<file path="src/rtl/cal_pkg.sv">
package cal_pkg;
  typedef enum logic [1:0] {
    ST_IDLE = 2'd0,
    ST_MUL  = 2'd1,
    ST_FIN  = 2'd2
  } eng_st_e;
endpackage

</file>
<file path="src/rtl/cal_trim_bank.sv">
module cal_trim_bank #(
  parameter int N_CH   = 8,
  parameter int CODE_W = 16,
  parameter int CH_W   = 3
) (
  input  logic              clk,
  input  logic              rst_n,
  input  logic              wr_en,
  input  logic              wr_is_gain,
  input  logic [CH_W-1:0]   wr_ch,
  input  logic [CODE_W-1:0] wr_val,
  input  logic [CH_W-1:0]   rd_ch,
  output logic [CODE_W-1:0] rd_zero,
  output logic [CODE_W-1:0] rd_gain
);
  logic [CODE_W-1:0] zero_arr [N_CH];
  logic [CODE_W-1:0] gain_arr [N_CH];

  for (genvar g = 0; g < N_CH; g++) begin : g_ch
    logic              hit;
    logic              zero_en, gain_en;
    logic [CODE_W-1:0] zero_q, gain_q;

    always_comb begin
      hit     = wr_en && (wr_ch == CH_W'(g));
      zero_en = hit && !wr_is_gain;
      gain_en = hit && wr_is_gain;
    end

    always_ff @(posedge clk or negedge rst_n) begin
      if (!rst_n) begin
        zero_q <= '0;
        gain_q <= '1;
      end else begin
        if (zero_en) zero_q <= wr_val;
        if (gain_en) gain_q <= wr_val;
      end
    end

    assign zero_arr[g] = zero_q;
    assign gain_arr[g] = gain_q;
  end

  always_comb begin
    rd_zero = zero_arr[rd_ch];
    rd_gain = gain_arr[rd_ch];
  end
endmodule

</file>
<file path="src/rtl/cal_mult.sv">
module cal_mult #(
  parameter int W = 16
) (
  input  logic         clk,
  input  logic         rst_n,
  input  logic         load,
  input  logic         step,
  input  logic [W-1:0] a,
  input  logic [W-1:0] b,
  output logic [W-1:0] prod_hi
);
  localparam int PW = 2 * W;

  logic [PW-1:0] acc_q, acc_n;
  logic [PW-1:0] mcand_q, mcand_n;
  logic [W-1:0]  mplier_q, mplier_n;

  // acc starts at a so the finished product is a * (b + 1)
  always_comb begin
    acc_n    = acc_q;
    mcand_n  = mcand_q;
    mplier_n = mplier_q;
    if (load) begin
      acc_n    = {{W{1'b0}}, a};
      mcand_n  = {{W{1'b0}}, a};
      mplier_n = b;
    end else if (step) begin
      if (mplier_q[0]) acc_n = acc_q + mcand_q;
      mcand_n  = mcand_q << 1;
      mplier_n = mplier_q >> 1;
    end
  end

  always_ff @(posedge clk or negedge rst_n) begin
    if (!rst_n) begin
      acc_q    <= '0;
      mcand_q  <= '0;
      mplier_q <= '0;
    end else if (load || step) begin
      acc_q    <= acc_n;
      mcand_q  <= mcand_n;
      mplier_q <= mplier_n;
    end
  end

  assign prod_hi = acc_q[PW-1:W];
endmodule

</file>
<file path="src/rtl/cal_sat_add.sv">
module cal_sat_add #(
  parameter int W = 16
) (
  input  logic [W-1:0] scaled,
  input  logic [W-1:0] zero,
  output logic [W-1:0] result
);
  logic signed [W+1:0] sum;

  always_comb begin
    sum = $signed({2'b00, scaled}) + $signed({{2{zero[W-1]}}, zero});
    if (sum[W+1])      result = '0;
    else if (sum[W])   result = '1;
    else               result = sum[W-1:0];
  end
endmodule

</file>
<file path="src/rtl/cal_corr_engine.sv">
module cal_corr_engine
  import cal_pkg::*;
#(
  parameter int N_CH   = 8,
  parameter int CODE_W = 16,
  parameter int CH_W   = (N_CH > 1) ? $clog2(N_CH) : 1
) (
  input  logic              clk,
  input  logic              rst_n,
  input  logic              cfg_wr,
  input  logic              cfg_cal_en,
  input  logic              fmt_twos,
  input  logic              trim_wr,
  input  logic              trim_is_gain,
  input  logic [CH_W-1:0]   trim_ch,
  input  logic [CODE_W-1:0] trim_val,
  input  logic              in_vld,
  input  logic [CH_W-1:0]   in_ch,
  input  logic [CODE_W-1:0] in_code,
  output logic              out_vld,
  output logic [CH_W-1:0]   out_ch,
  output logic [CODE_W-1:0] out_code,
  output logic              busy
);
  localparam int                CNT_W    = (CODE_W > 1) ? $clog2(CODE_W) : 1;
  localparam logic [CNT_W-1:0]  CNT_LAST = CNT_W'(CODE_W - 1);
  localparam logic [CODE_W-1:0] MSB_MASK = {1'b1, {(CODE_W-1){1'b0}}};

  logic              cal_en_q;
  eng_st_e           st_q, st_n;
  logic [CNT_W-1:0]  cnt_q, cnt_n;
  logic              hold_vld_q, hold_vld_n;
  logic [CH_W-1:0]   hold_ch_q, hold_ch_n;
  logic [CODE_W-1:0] hold_code_q, hold_code_n;
  logic [CH_W-1:0]   eng_ch_q;
  logic [CODE_W-1:0] eng_zero_q;
  logic              out_vld_q, out_vld_n;
  logic [CH_W-1:0]   out_ch_q, out_ch_n;
  logic [CODE_W-1:0] out_code_q, out_code_n;

  logic [CODE_W-1:0] in_conv;
  logic              eng_idle, eng_busy, eng_fin;
  logic              src_vld, start_cal, start_byp;
  logic [CH_W-1:0]   src_ch;
  logic [CODE_W-1:0] src_code;
  logic [CODE_W-1:0] rd_zero, rd_gain, scaled, sat_res;

  // format conversion at the port
  always_comb in_conv = fmt_twos ? (in_code ^ MSB_MASK) : in_code;

  always_comb begin
    eng_idle  = (st_q == ST_IDLE);
    eng_busy  = !eng_idle;
    eng_fin   = (st_q == ST_FIN);
    src_vld   = eng_idle && (hold_vld_q || in_vld);
    src_ch    = hold_vld_q ? hold_ch_q   : in_ch;
    src_code  = hold_vld_q ? hold_code_q : in_conv;
    start_cal = src_vld && cal_en_q;
    start_byp = src_vld && !cal_en_q;
  end

  cal_trim_bank #(.N_CH(N_CH), .CODE_W(CODE_W), .CH_W(CH_W)) u_trim (
    .clk(clk), .rst_n(rst_n),
    .wr_en(trim_wr), .wr_is_gain(trim_is_gain), .wr_ch(trim_ch), .wr_val(trim_val),
    .rd_ch(src_ch), .rd_zero(rd_zero), .rd_gain(rd_gain)
  );

  cal_mult #(.W(CODE_W)) u_mult (
    .clk(clk), .rst_n(rst_n),
    .load(start_cal), .step(st_q == ST_MUL),
    .a(src_code), .b(rd_gain), .prod_hi(scaled)
  );

  cal_sat_add #(.W(CODE_W)) u_sat (
    .scaled(scaled), .zero(eng_zero_q), .result(sat_res)
  );

  // engine sequencing
  always_comb begin
    st_n  = st_q;
    cnt_n = cnt_q;
    unique case (st_q)
      ST_IDLE: if (start_cal) begin
        st_n  = ST_MUL;
        cnt_n = '0;
      end
      ST_MUL: begin
        if (cnt_q == CNT_LAST) st_n = ST_FIN;
        else                   cnt_n = cnt_q + 1'b1;
      end
      ST_FIN:  st_n = ST_IDLE;
      default: st_n = ST_IDLE;
    endcase
  end

  // holding slot: fills while the engine works, drains when idle
  always_comb begin
    hold_vld_n  = hold_vld_q;
    hold_ch_n   = hold_ch_q;
    hold_code_n = hold_code_q;
    if (eng_idle) begin
      hold_vld_n = hold_vld_q && in_vld;
      if (hold_vld_q && in_vld) begin
        hold_ch_n   = in_ch;
        hold_code_n = in_conv;
      end
    end else if (!hold_vld_q && in_vld) begin
      hold_vld_n  = 1'b1;
      hold_ch_n   = in_ch;
      hold_code_n = in_conv;
    end
  end

  always_comb begin
    out_vld_n  = start_byp || eng_fin;
    out_ch_n   = eng_fin ? eng_ch_q : src_ch;
    out_code_n = eng_fin ? sat_res  : src_code;
  end

  always_ff @(posedge clk or negedge rst_n) begin
    if (!rst_n) begin
      cal_en_q    <= 1'b0;
      st_q        <= ST_IDLE;
      cnt_q       <= '0;
      hold_vld_q  <= 1'b0;
      hold_ch_q   <= '0;
      hold_code_q <= '0;
      eng_ch_q    <= '0;
      eng_zero_q  <= '0;
      out_vld_q   <= 1'b0;
      out_ch_q    <= '0;
      out_code_q  <= '0;
    end else begin
      if (cfg_wr) cal_en_q <= cfg_cal_en;
      st_q       <= st_n;
      cnt_q      <= cnt_n;
      hold_vld_q <= hold_vld_n;
      if (hold_vld_n) begin
        hold_ch_q   <= hold_ch_n;
        hold_code_q <= hold_code_n;
      end
      if (start_cal) begin
        eng_ch_q   <= src_ch;
        eng_zero_q <= rd_zero;
      end
      out_vld_q <= out_vld_n;
      if (out_vld_n) begin
        out_ch_q   <= out_ch_n;
        out_code_q <= out_code_n;
      end
    end
  end

  always_comb begin
    out_vld  = out_vld_q;
    out_ch   = out_ch_q;
    out_code = out_code_q;
    busy     = eng_busy || hold_vld_q;
  end
endmodule

</file>
<file path="config.mk">
export PLATFORM = sky130hd
export DESIGN_NAME = cal_corr_engine
export DESIGN_NICKNAME = d
export VERILOG_FILES = /design/src/rtl/cal_pkg.sv /design/src/rtl/cal_trim_bank.sv /design/src/rtl/cal_mult.sv /design/src/rtl/cal_sat_add.sv /design/src/rtl/cal_corr_engine.sv
export SDC_FILE = /design/constraint.sdc
export NUM_CORES = 1
export LEC_CHECK = 0
export ABC_AREA = 1
export BUFFER_PORTS_ARGS = -buffer_cell sky130_fd_sc_hd__buf_2
export CAP_MARGIN = 20
export CORE_MARGIN = 4
export CORE_UTILIZATION = 35
export DETAILED_ROUTE_END_ITERATION = 16
export PLACE_DENSITY_LB_ADDON = 0.05
export SKIP_LAST_GASP = 1
export SYNTH_ARGS = -nofsm -noshare
export SYNTH_HDL_FRONTEND = slang
export SYNTH_SLANG_ARGS = --single-unit
export TNS_END_PERCENT = 100
</file>
<file path="constraint.sdc">
create_clock -name clk -period 3.23 [get_ports clk]
set_clock_uncertainty 0.1 [all_clocks]
set_input_delay 0.1615 -clock clk [delete_from_list [all_inputs] [get_ports clk]]
set_output_delay 0.1615 -clock clk [all_outputs]
set_load 0.005 [all_outputs]
</file>
---- Word level (Yosys, flattened, before mapping) ----
Index checks and enable logic that the tools add are counted.
operators by class
  add/sub/neg operators ................... 3
  order comparisons ....................... 1
  equal/unequal tests ..................... 14
  muxes and demuxes ....................... 34
  bitwise logic cells ..................... 2
  reductions and logical operators ........ 48
operator list
  operator             number
  $mux 16              14
  $mux 32              5
  $bmux 16 s3          2
  $add 32x32->32       1
  $logic_and 1x1->1    29
  $add 17x16->18       1
  $mux 3               5
  $eq 3x3->1 const B   4
  $reduce_and 3->1     3
  $mux 4               2
  $pmux 4 s2           1
  $reduce_bool 2->1    4
  $eq 3x2->1 const B   2
  $add 4x1->4 const B  1
  $eq 4x4->1 const B   1
  $ge 4x4->1 const B   1
  $logic_not 1->1      4
  $logic_or 1x1->1     4
  $mux 2               2
  $ne 2x1->1 const B   2
  $ne 2x2->1 const B   2
  $not 3->4            1
  $pmux 2 s2           1
  $reduce_and 2->1     2
  other kinds (7)      8
storage, ports and cells
  flip-flop bits (word level) ............. 402
  bits of input ports ..................... 46
  output and inout port bits .............. 21
  word-level logic and storage cells ...... 132

---- Longest topological paths before layout ----
  depth after elaboration ................. 6
  gate-level depth with buffers ........... 14

---- Hierarchy ----
Synthesis repeated with hierarchy kept, for this count alone.
second synthesis, totals
  cells, all modules ...................... 3,260
  area total of the unflattened synthesis .. 22,839.4 sq um
by module, submodules not included
  module           times used  cells each  area each (sq um)
  cal_trim_bank    1           1,734       12,680.9
  cal_mult         1           854         5,766.8
  cal_corr_engine  1           422         3,111.7
  cal_sat_add      1           250         1,280.0

---- Worst setup path after synthesis ----
OpenSTA, ideal clock, no wires.
  path type ............................... register to register
  start ................................... reg u_mult.acc_q[16]
  end ..................................... reg out_code_q[10], in the netlist out_code[10]
  setup time .............................. 0.123 ns
  data arrival time ....................... 2.006 ns
  required time ........................... 3.007 ns
  slack ................................... 1.001 ns
  cell stages (with the launch flop) ...... 14
  path buffers ............................ 1
  clock period less this slack ............ 2.229 ns
  cells stage by stage .................... dfrtp_1 ha_1 fa_1 nand3_1 nand3_1 nand2_1 nand2_1 nand2_1 nand3_1 nand2_2 buf_2 nand2_1 nand3_1 a21oi_1
on the way
  longest elaborated chain between the ends .. 4
RTL lines
  item                      RTL line                text
  start: declaration        cal_mult.sv:14          logic [PW-1:0] acc_q, acc_n;
  start signal: assignment  cal_mult.sv:40          acc_q <= acc_n;
  $add 17x16->18 (*)        cal_sat_add.sv:11       sum = $signed({2'b00, scaled}) + $signed({{2{zero[W-1]}}, zero});
  $mux 16                   cal_sat_add.sv:13       else if (sum[W]) result = '1;
  $mux 16 (*)               cal_sat_add.sv:12       if (sum[W+1]) result = '0;
  $mux 16 (*)               cal_corr_engine.sv:117  out_code_n = eng_fin ? sat_res : src_code;
  end signal: assignment    cal_corr_engine.sv:149  out_code_q <= out_code_n;
  end: declaration          cal_corr_engine.sv:39   logic [CODE_W-1:0] out_code_q, out_code_n;
Mark *: on every way between the ends. The rest lies on a longest branch, timed or not.
A chain may end at the register's enable or synchronous reset.

---- Worst setup path after layout ----
  start ................................... reg u_mult.acc_q[16]
  end ..................................... reg out_code_q[11], in the netlist out_code[11]
The elaborated chain is that of the path after synthesis.

==> impl_results.md <==
* Site Rows at 88
* Hold Path Cell Cnt at 3
* Rel. slew slack at between 40% and 50%
* Total Routing Usage GR at 21.2%
* Clock network power share at 24.2%
* H-Tree Depth at 2
* Ys flop type: dfrtp_1
* Syn Area/Cell at 7.87 um^2
* Synthesis Warnings at 0
* Arr. time, crit path at 2.95 ns
* WL final at 66400 um
* Switching part of the total at 42.1%
* Worst min path class: primary input to flop
* Clock tree root buffer cell: clkbuf_16
* Worst slew pin tran at roughly 0.88 ns
* Leak at 10.8 nW
* Hold Slack at 0.0316 ns
* Met3 wire length at 2660 um
* Final setup viols at 0
* DP Worst Slack at ~0.63 ns
* Drt first pass iters at 5
* Final GP Congestion at 0.931
* Net Count, Synth at 2696
* Core Footprint at 57800 um^2
* CTS tree: yes
* Critical Path Sink Type: flop
* WS Path Type: flop to flop
* Vias in the first global route at 17800
* Routed Antenna Nets at 0
* CP Data Required Time at 3.58 ns
* Synth Cell Area at 20400 um^2
* Post-synth EDFFs at 0
* CP Cell Sequence: ha_1 -> fa_1 -> nand3_1 -> nand3_1 -> nand2_1 -> nand2_1 -> nand2_1 -> nand3_1 -> nand2_2 -> nand2_1 -> nand3_1 -> a21oi_1
* Die H at 250 um
* Outcome: complete, no violations
* TNS Setup at 0 ns
* First-pass GRT wire length at 105000 um
* Die width at ~250 um
* Async set-reset flop share out of synthesis at 100%
* Comb pwr share at 42.0%
* Type of origin of the critical path: flop
* Slew Limit Fails at 0
* Area growth syn-to-layout at 14.7%
* Via density at 5.16
* Peak supply drop at 0.945 mV
* # IOs at 67
* Fin. Hold Viols at 0
* Crit-path max FO at 16
* Share of layout cells above drive strength 1 at 12.5%
* Resized cells post-CTS at 0
* Wire length per cell at 19.3 um
* Unrepaired setup endpoints after global routing: no
* Sequential area share after synthesis at 50.0%
* Total number of vias at between 15000 and 20000
* Reg clk slew, reported paths at ~0.06 ns
* Clk sinks at 402
* Cell Pwr Density at between 900 and 1000 nW/um^2
* Crit-path slowest cell: fa_1
* IO buf count at 66
* Fin crit share at between 80 and 90%
* Initial Utilization at ~35%
* Flop pwr share at 33.8%
* Antenna violations before repair at 1
* Gr ovfl total at 0
* Fill count at 6069
* Worst-case clock buffer depth at 3
* Tot Pwr at 23.0 mW
* P_sw at 9.69 mW
* Library cells used by synthesis at 39
* Top layer in use: met4
* Synthesized netlist cell count at approximately 2600
* Final net count at 2732
* Setup WS post-layout at about 0.63 ns
* P_int at between 10 and 15 mW
* Worst r2r path cells at 12
* Final Critical Period at 2.60 ns
* Clock latency on the worst-skew pair at 0.59 ns
* Worst path max stage delay at roughly 0.47 ns
* Detailed Route Iter0 Violations at 1248
* Pin count of the biggest net entering global routing at 130
* DRC viols at 0
* Max cap viols at 0
* F_max at roughly 0.38 GHz
* Dpl hpwl at between 40000 and 50000 um
* Count of state elements after synthesis at about 400
* M1 WL at 31600 um
* Metal2 WL at 30900 um
* Die footprint at 62400 um^2
* Num CTS Buffers at 49
==> cell type report <==
cell class	instances	area, um^2	area share, %
Antenna cell	3	7.51	0.0320
Clock buffer	73	1470	6.26
Clock inverter	18	158	0.672
Inverter	183	687	2.93
Multi-Input combinational cell	1863	8920	38.0
Sequential cell	402	10200	43.6
Tap cell	765	957	4.08
Timing Repair Buffer	136	1040	4.45
==> state kept, by name (all words and copies together), names as in the netlist <==
| signal | cells |
|---|---|
| out_ch | 3 |
| out_code | 16 |
| out_vld | 1 |
| cal_en_q | 1 |
| u_mult.mplier_q | 16 |
| hold_code_q | 16 |
| cnt_q | 4 |
| st_q | 2 |
| u_mult.mcand_q | 32 |
| eng_ch_q | 3 |
| u_trim.g_ch.gain_q | 128 |
| u_trim.g_ch.zero_q | 128 |
| u_mult.acc_q | 32 |
| hold_ch_q | 3 |
| hold_vld_q | 1 |
| eng_zero_q | 16 |
==> layout by cell type, fill, tap and decap left out, drive strengths merged <==
cell type | netlist | layout
dfrtp | 274 | 274
a22oi | 16 | 16
o21a | 2 | 2
o21bai | 4 | 4
a31oi | 3 | 3
nand2 | 702 | 702
dfstp | 128 | 128
buf | 44 | 110
nand3 | 111 | 111
bufinv | 0 | 2
clkbuf | 107 | 73
o311ai | 2 | 2
nor2 | 248 | 248
o22ai | 48 | 48
and2 | 6 | 6
or2 | 3 | 3
o22a | 1 | 1
fa | 2 | 2
nand3b | 8 | 8
clkinvlp | 0 | 1
a21oi | 68 | 68
xor2 | 3 | 3
nand4 | 9 | 9
o211ai | 11 | 11
a21o | 4 | 4
clkinv | 0 | 15
nor4 | 3 | 3
inv | 183 | 183
diode | 0 | 3
o221ai | 15 | 15
o21ai | 523 | 523
dlygate4sd3 | 0 | 26
nor3 | 11 | 11
xnor2 | 11 | 11
ha | 49 | 49
==> worst max-delay path, delay by kind of cell (launching register included) <==
kind / cells / cell delay, ns
AOI/OAI and AO/OA: 1 / 0.06
adders and majority gates: 2 / 0.74
DFF: 1 / 0.43
and+or+nand+nor: 9 / 1.13
==> synth_stat cells, types with 3 or more instances <==
| master | instances | area, um^2 |
|---|---|---|
| a21o_1 | 4 | 30.0 |
| a21oi_1 | 68 | 340 |
| a22oi_1 | 16 | 120 |
| a31oi_1 | 3 | 18.8 |
| and2_1 | 6 | 37.5 |
| buf_2 | 34 | 170 |
| buf_4 | 3 | 22.5 |
| buf_6 | 5 | 56.3 |
| clkbuf_1 | 107 | 402 |
| dfrtp_1 | 274 | 6860 |
| dfstp_2 | 128 | 3360 |
| ha_1 | 49 | 613 |
| inv_1 | 179 | 672 |
| inv_2 | 4 | 15.0 |
| nand2_1 | 698 | 2620 |
| nand2_2 | 4 | 25.0 |
| nand3_1 | 111 | 556 |
| nand3b_1 | 8 | 60.1 |
| nand4_1 | 9 | 56.3 |
| nor2_1 | 245 | 920 |
| nor2_2 | 3 | 18.8 |
| nor3_1 | 11 | 55.1 |
| nor4_1 | 3 | 18.8 |
| o211ai_1 | 11 | 82.6 |
| o21ai_0 | 487 | 2440 |
| o21ai_1 | 33 | 165 |
| o21ai_2 | 3 | 26.3 |
| o21bai_1 | 4 | 30.0 |
| o221ai_1 | 15 | 131 |
| o22ai_1 | 48 | 300 |
| xnor2_1 | 11 | 96.3 |
| xor2_1 | 3 | 26.3 |
==> worst paths after layout <==
| path | start | end | slack [ns] |
|---|---|---|---|
| max | u_mult.acc_q[16] | out_code[11] | 0.63 |
| min | trim_val[2] | u_trim.g_ch[0].zero_q[2] | 0.03 |
| max reg2reg | u_mult.acc_q[16] | out_code[11] | 0.63 |
| min reg2reg | u_mult.mplier_q[9] | u_mult.mplier_q[9] | 0.38 |
| max in group asynchronous | rst_n | u_trim.g_ch[7].gain_q[12] | 1.99 |
| min in group asynchronous | rst_n | out_code[0] | 0.04 |
==> per-layer routing <==
metal	GRT usage, %	vias up
met1	29.8	8689
li1	-	8674
met4	4.34	0
met3	2.95	81
met2	35.2	325
met5	0	-
==> what timing repair did <==
item / CTS / global route
setup buffers: 0 / 0
hold buffers: 26 / 0
hold endpoints to repair: 179 / 0
==> kinds of logic (layout without fill, tap and decap cells) <==
kind of cell             after synthesis  in the layout  share of synthesized area (%)
AO/OA/AOI/OAI                        697            697                           18.2
XOR/XNOR                              14             14                          0.600
adder cells (fa/ha/maj)               51             51                           3.19
buffers and inverters                334            410                           6.58
flip-flops                           402            402                           50.0
other                                  0              3                              0
AND/OR/NAND/NOR                     1101           1101                           21.4
==> stage by stage <==
| stage | cell area [um^2] | instances | utilization [%] |
|---|---|---|---|
| 5_1_grt | 23500 | 3440 | 40.6 |
| 4_1_cts | 23500 | 3440 | 40.6 |
| 2_1_floorplan | 20400 | 2599 | - |
| 6_report | 23500 | 3443 | 40.6 |
| 3_5_place_dp | 21600 | 3323 | 37.3 |
| 3_3_place_gp | 21600 | 3323 | 37.3 |
==> power groups by stage <==
stage | clock network (mW) | logic, mW | registers, mW
floorplan | 0 | 6.89 | 7.45
global placement | 0 | 9.68 | 7.81
detailed placement | 0 | 9.71 | 7.82
CTS | 5.74 | 9.77 | 7.76
global route | 5.95 | 11.0 | 7.95
finish | 5.57 | 9.68 | 7.77
(Power assumes the default switching activity.)
